### src/rtl/apb_fab_pkg.sv
package apb_fab_pkg;

  typedef enum logic [1:0] {
    POL_ERR = 2'b00,
    POL_RO  = 2'b01,
    POL_WO  = 2'b10,
    POL_RW  = 2'b11
  } policy_e;

  // does a policy admit a transfer of the given direction
  function automatic logic policy_allows(input logic [1:0] pol, input logic is_write);
    case (pol)
      POL_RO:  return !is_write;
      POL_WO:  return is_write;
      POL_RW:  return 1'b1;
      default: return 1'b0;
    endcase
  endfunction

endpackage

### src/rtl/apb_fab_decode.sv
module apb_fab_decode #(
  parameter int NUM_SLOTS = 4,
  parameter int ADDR_W    = 32,
  parameter int IDX_W     = 2,
  parameter int ERR_SLOT  = 0,
  parameter logic [NUM_SLOTS*ADDR_W-1:0] SLOT_BASE  = '0,
  parameter logic [NUM_SLOTS*ADDR_W-1:0] SLOT_BOUND = '0,
  parameter logic [NUM_SLOTS*2-1:0]      SLOT_POL   = '0
) (
  input  logic [ADDR_W-1:0]    addr_i,
  input  logic                 write_i,
  output logic [IDX_W-1:0]     idx_o,
  output logic [NUM_SLOTS-1:0] onehot_o
);
  import apb_fab_pkg::*;

  logic [NUM_SLOTS-1:0] hit;

  // per-slot window compare, base inclusive, bound exclusive
  for (genvar k = 0; k < NUM_SLOTS; k++) begin : g_slot
    localparam logic [ADDR_W-1:0] BASE_K  = SLOT_BASE[k*ADDR_W +: ADDR_W];
    localparam logic [ADDR_W-1:0] BOUND_K = SLOT_BOUND[k*ADDR_W +: ADDR_W];
    localparam logic [1:0]        POL_K   = SLOT_POL[k*2 +: 2];
    assign hit[k] = (POL_K != POL_ERR) && (addr_i >= BASE_K) && (addr_i < BOUND_K)
                    && policy_allows(POL_K, write_i);
  end

  // fall back to the error slot, lowest-numbered hit has priority
  always_comb begin
    idx_o = IDX_W'(ERR_SLOT);
    for (int k = NUM_SLOTS - 1; k >= 0; k--) begin
      if (hit[k]) idx_o = IDX_W'(k);
    end
  end

  always_comb begin
    onehot_o = '0;
    for (int k = 0; k < NUM_SLOTS; k++) begin
      if (idx_o == IDX_W'(k)) onehot_o[k] = 1'b1;
    end
  end

endmodule

### src/rtl/apb_fab_route.sv
module apb_fab_route #(
  parameter int NUM_SLOTS = 4,
  parameter int DATA_W    = 32,
  parameter int IDX_W     = 2,
  parameter int ERR_SLOT  = 0,
  parameter bit ERR_LOCAL = 1'b1
) (
  input  logic                        clk_i,
  input  logic                        rst_ni,
  input  logic                        psel_i,
  input  logic                        penable_i,
  input  logic [IDX_W-1:0]            dec_idx_i,
  input  logic [NUM_SLOTS-1:0]        cpl_pready_i,
  input  logic [NUM_SLOTS*DATA_W-1:0] cpl_prdata_i,
  input  logic [NUM_SLOTS-1:0]        cpl_pslverr_i,
  output logic                        pready_o,
  output logic [DATA_W-1:0]           prdata_o,
  output logic                        pslverr_o
);

  logic [IDX_W-1:0]  route_q;
  logic [IDX_W-1:0]  resp_idx;
  logic [DATA_W-1:0] rd_slot [NUM_SLOTS];

  for (genvar k = 0; k < NUM_SLOTS; k++) begin : g_rd
    assign rd_slot[k] = cpl_prdata_i[k*DATA_W +: DATA_W];
  end

  // route captured in the setup phase, held for the access phase
  always_ff @(posedge clk_i) begin
    if (!rst_ni)                  route_q <= IDX_W'(ERR_SLOT);
    else if (psel_i && !penable_i) route_q <= dec_idx_i;
  end

  assign resp_idx = penable_i ? route_q : dec_idx_i;

  // response selection
  always_comb begin
    pready_o  = 1'b1;
    prdata_o  = '0;
    pslverr_o = 1'b0;
    if (psel_i) begin
      if (ERR_LOCAL && (resp_idx == IDX_W'(ERR_SLOT))) begin
        pslverr_o = penable_i;
      end else begin
        pready_o  = cpl_pready_i[resp_idx];
        prdata_o  = rd_slot[resp_idx];
        pslverr_o = cpl_pslverr_i[resp_idx];
      end
    end
  end

endmodule

### src/rtl/apb_addr_fabric.sv
module apb_addr_fabric #(
  parameter int NUM_SLOTS = 4,
  parameter int ADDR_W    = 32,
  parameter int DATA_W    = 32,
  parameter bit ERR_LOCAL = 1'b1,
  parameter logic [NUM_SLOTS*ADDR_W-1:0] SLOT_BASE  =
    {32'h0000_0000, 32'h0000_2000, 32'h0000_1000, 32'h0000_0000},
  parameter logic [NUM_SLOTS*ADDR_W-1:0] SLOT_BOUND =
    {32'h0000_0000, 32'h0000_3000, 32'h0000_2000, 32'h0000_1000},
  parameter logic [NUM_SLOTS*2-1:0]      SLOT_POL   =
    {2'b00, 2'b10, 2'b01, 2'b11}
) (
  input  logic                        clk_i,
  input  logic                        rst_ni,
  input  logic                        req_psel_i,
  input  logic                        req_penable_i,
  input  logic [ADDR_W-1:0]           req_paddr_i,
  input  logic                        req_pwrite_i,
  input  logic [2:0]                  req_pprot_i,
  input  logic [DATA_W-1:0]           req_pwdata_i,
  input  logic [DATA_W/8-1:0]         req_pstrb_i,
  output logic                        req_pready_o,
  output logic [DATA_W-1:0]           req_prdata_o,
  output logic                        req_pslverr_o,
  output logic [NUM_SLOTS-1:0]        cpl_psel_o,
  output logic                        cpl_penable_o,
  output logic [ADDR_W-1:0]           cpl_paddr_o,
  output logic                        cpl_pwrite_o,
  output logic [2:0]                  cpl_pprot_o,
  output logic [DATA_W-1:0]           cpl_pwdata_o,
  output logic [DATA_W/8-1:0]         cpl_pstrb_o,
  input  logic [NUM_SLOTS-1:0]        cpl_pready_i,
  input  logic [NUM_SLOTS*DATA_W-1:0] cpl_prdata_i,
  input  logic [NUM_SLOTS-1:0]        cpl_pslverr_i
);

  localparam int IDX_W = (NUM_SLOTS > 1) ? $clog2(NUM_SLOTS) : 1;

  function automatic int first_err_slot(input logic [NUM_SLOTS*2-1:0] pol);
    for (int k = NUM_SLOTS - 1; k >= 0; k--) begin
      if (pol[k*2 +: 2] == 2'b00) first_err_slot = k;
    end
  endfunction

  localparam int ERR_SLOT = first_err_slot(SLOT_POL);

  logic [IDX_W-1:0]     dec_idx;
  logic [NUM_SLOTS-1:0] dec_onehot;

  apb_fab_decode #(
    .NUM_SLOTS (NUM_SLOTS),
    .ADDR_W    (ADDR_W),
    .IDX_W     (IDX_W),
    .ERR_SLOT  (ERR_SLOT),
    .SLOT_BASE (SLOT_BASE),
    .SLOT_BOUND(SLOT_BOUND),
    .SLOT_POL  (SLOT_POL)
  ) u_decode (
    .addr_i  (req_paddr_i),
    .write_i (req_pwrite_i),
    .idx_o   (dec_idx),
    .onehot_o(dec_onehot)
  );

  apb_fab_route #(
    .NUM_SLOTS(NUM_SLOTS),
    .DATA_W   (DATA_W),
    .IDX_W    (IDX_W),
    .ERR_SLOT (ERR_SLOT),
    .ERR_LOCAL(ERR_LOCAL)
  ) u_route (
    .clk_i        (clk_i),
    .rst_ni       (rst_ni),
    .psel_i       (req_psel_i),
    .penable_i    (req_penable_i),
    .dec_idx_i    (dec_idx),
    .cpl_pready_i (cpl_pready_i),
    .cpl_prdata_i (cpl_prdata_i),
    .cpl_pslverr_i(cpl_pslverr_i),
    .pready_o     (req_pready_o),
    .prdata_o     (req_prdata_o),
    .pslverr_o    (req_pslverr_o)
  );

  // per-slot select, local error slot never driven out
  for (genvar k = 0; k < NUM_SLOTS; k++) begin : g_sel
    localparam bit MASKED = ERR_LOCAL && (k == ERR_SLOT);
    assign cpl_psel_o[k] = req_psel_i && dec_onehot[k] && !MASKED;
  end

  // shared request wires
  assign cpl_penable_o = req_penable_i;
  assign cpl_paddr_o   = req_paddr_i;
  assign cpl_pwrite_o  = req_pwrite_i;
  assign cpl_pprot_o   = req_pprot_i;
  assign cpl_pwdata_o  = req_pwdata_i;
  assign cpl_pstrb_o   = req_pstrb_i;

endmodule

### config.mk
export PLATFORM = sky130hd
export DESIGN_NAME = apb_addr_fabric
export DESIGN_NICKNAME = d
export VERILOG_FILES = /design/src/rtl/apb_fab_pkg.sv /design/src/rtl/apb_fab_decode.sv /design/src/rtl/apb_fab_route.sv /design/src/rtl/apb_addr_fabric.sv
export SDC_FILE = /design/constraint.sdc
export NUM_CORES = 1
export LEC_CHECK = 0
export ABC_CLOCK_PERIOD_IN_PS = 4900
export BUFFER_PORTS_ARGS = -buffer_cell sky130_fd_sc_hd__buf_2
export CAP_MARGIN = 20
export CORE_AREA = 5 5 121 123
export CTS_CLUSTER_SIZE = 24
export DETAILED_ROUTE_END_ITERATION = 6
export DIE_AREA = 0 0 126 128
export GPL_TIMING_DRIVEN = 0
export MAX_ROUTING_LAYER = met4
export RECOVER_POWER = 100
export SLEW_MARGIN = 40
export SYNTH_ARGS = -nofsm -noshare
export SYNTH_HDL_FRONTEND = slang
export SYNTH_HIERARCHICAL = 1
export SYNTH_SLANG_ARGS = --single-unit
export TNS_END_PERCENT = 100
### constraint.sdc
create_clock -name clk_i -period 4.9 [get_ports clk_i]
set_input_delay 0.49 -clock clk_i [delete_from_list [all_inputs] [get_ports clk_i]]
set_output_delay 0.49 -clock clk_i [all_outputs]
set_load 0.01 [all_outputs]
==> results by group <==
STA
  – Endpoints failing hold: 0
  – Final setup TNS: 0 ns
  – # setup viols final: 0
  – Worst-Margin Slew: 0.635 ns
  – Period Utilization, post-route: 0.789
  – Max_slew headroom: 0.576
  – Crit path time final: 3.87 ns
  – Fmax: 0.259 GHz
  – Layout Skew: 0 ns
  – Hold Slack: 0.457 ns
  – Slew Viols, Final: 0
  – RSZ-0062 raised after global routing: no

Route
  – Via/cell ratio: 5.01
  – Via count: 4,490
  – Routed length per instance: 18.4 µm
  – Post-detailed-route count of antenna-violating nets: 0
  – DRT iter0 DRCs: 219
  – Routed WL: roughly 17,000 µm
  – TritonRoute pass-1 iters: 4
  – Drt drc: 0

Placed design
  – Number of port buffers: 270
  – DP HPWL: 13,500 µm
  – GPL Wtd Cong: 0.812

Die
  – Initial Util: 0.220
  – Die X: 126 µm
  – CORE AREA: 13,600 µm²
  – Cell row count: 43
  – Die area: 16,100 µm²
  – Num ports: about 320
  – Die Ht: 128 µm

Clock network
  – Inserted Clock Buffers: 3
  – CTS tree: built
  – Clock transition at path regs: 0.03 ns
  – Number of gates resized after CTS: 0
  – Max Root-Sink Buffers: 2
  – CTS Hold Bufs: 0
  – Post-CTS Setup Bufs: 0
  – Clock Sinks: 2
  – Clk_lat worst skew: 0.22 ns
  – H-Tree Depth: 1
  – Root cell of the clock tree: clkbuf_16

Global route
  – Initial antenna violation count: 2
  – Vias in the first global route: 4,533
  – Largest net degree at the start of global routing: 11
  – First-pass GRT wire length: around 24,000 µm
  – Residual overflow from global routing: 0
  – Total track usage: 0.192

Critical path
  – R2R Setup Slk: ~3.5 ns
  – Critical Path RT: 4.41 ns
  – Worst setup SP type: input pin
  – Crit path max fanout: 10
  – CP endpoint kind: output port
  – R2r startpoint: u_route/route_q[1]$_SDFFE_PN1P_
  – Critical path class: in -> out
  – CP arrival: 3.38 ns
  – CP Launch Point: req_paddr_i[28]

Job
  – Max Cap Viol: 0

Final layout
  – Final net count: roughly 930
  – Max reg flops: 2
  – Largest regs: u_route/route_q x2
  – Area growth from synthesis to layout: 50.4%
  – Share of layout cells above drive strength 1: 0.392
  – Most flops, register: u_route/route_q

Logic synthesis
  – Syn_nets: 654
  – Post-synthesis cell count: approximately 440
  – Synthesized area: 2980 µm²
  – Mean Syn Cell Area: around 6.8 µm²
  – Yosys warnings: 6

Power and ir drop
  – Pwr Density: 97.6 nW/µm²
  – Leakage: 1.93 nW
  – Maximum vdd drop: 0.0762 mV

Min path
  – Worst Hold Class: in -> reg
  – Hold_sp: rst_ni

Status
  – Status: completed
-- final cells by class --
class / instances / area, µm²
fillers: 1621 / 9070
multi-input cells: 274 / 1930
repair buffers: 270 / 1220
plain buffers: 129 / 855
well taps: 180 / 225
inverters: 37 / 139
clock buffers: 3 / 75.1
flip-flops and latches: 2 / 40.0
diodes: 2 / 5.00
-- worst max-delay path, cell delays in order --
cell and delay [ns]:
buf_2 0.10, nor4_1 0.31, nand3_1 0.22, or4_1 0.58
clkbuf_1 0.31, nand3_1 0.20, nand3_1 0.33, clkbuf_1 0.36
a21oi_1 0.29, clkbuf_1 0.18
-- final timing paths --
check        cells after the start                               to
max reg2reg                      5  u_route/route_q[1]$_SDFFE_PN1P_
min                              2  u_route/route_q[1]$_SDFFE_PN1P_
max                             10                 req_prdata_o[25]
min reg2reg                      4  u_route/route_q[0]$_SDFFE_PN1P_
-- routing by layer --
metal	vias up	GRT usage	part of all wire
li1	2189	-	-
met1	2053	0.241	0.43
met2	234	0.330	0.50
met3	14	0.0217	0.064
met4	0	0.0461	0.010
met5	-	-	0
-- where the power goes --
part           total [mW]  switching, mW  internal (mW)
Sequential         0.0172       0.000270         0.0169
Clock               0.121         0.0176          0.104
Combinational       0.300          0.152          0.147
Total               0.438          0.170          0.268
-- placed cells by master (no fill, tap or decap), drive strengths merged --
master,instances
nand2b,3
dfxtp,2
mux2i,1
or4,1
diode,2
o21ai,2
a211oi,66
a21oi,34
a2111o,1
nor2,1
nand3,4
nand2,9
buf,272
conb,1
o32ai,2
clkbuf,130
a221o,1
and2,3
a21o,1
a22o,1
nor2b,6
nor4,7
inv,37
o2bb2ai,32
o211ai,65
o22ai,32
mux2,1
-- stage by stage --
stage                util  setup WS (ns)  cell area [µm²]  power (mW)  instances
floorplan               -           2.06             2980       0.183        442
global placement    0.336           1.36             4560       0.327        892
detailed placement  0.336           1.33             4560       0.328        892
CTS                 0.342           1.33             4640       0.453        895
global route        0.331          0.760             4490       0.471        897
finish              0.331           1.03             4490       0.438        897
No activity file was read; power rests on OpenSTA's default activity.
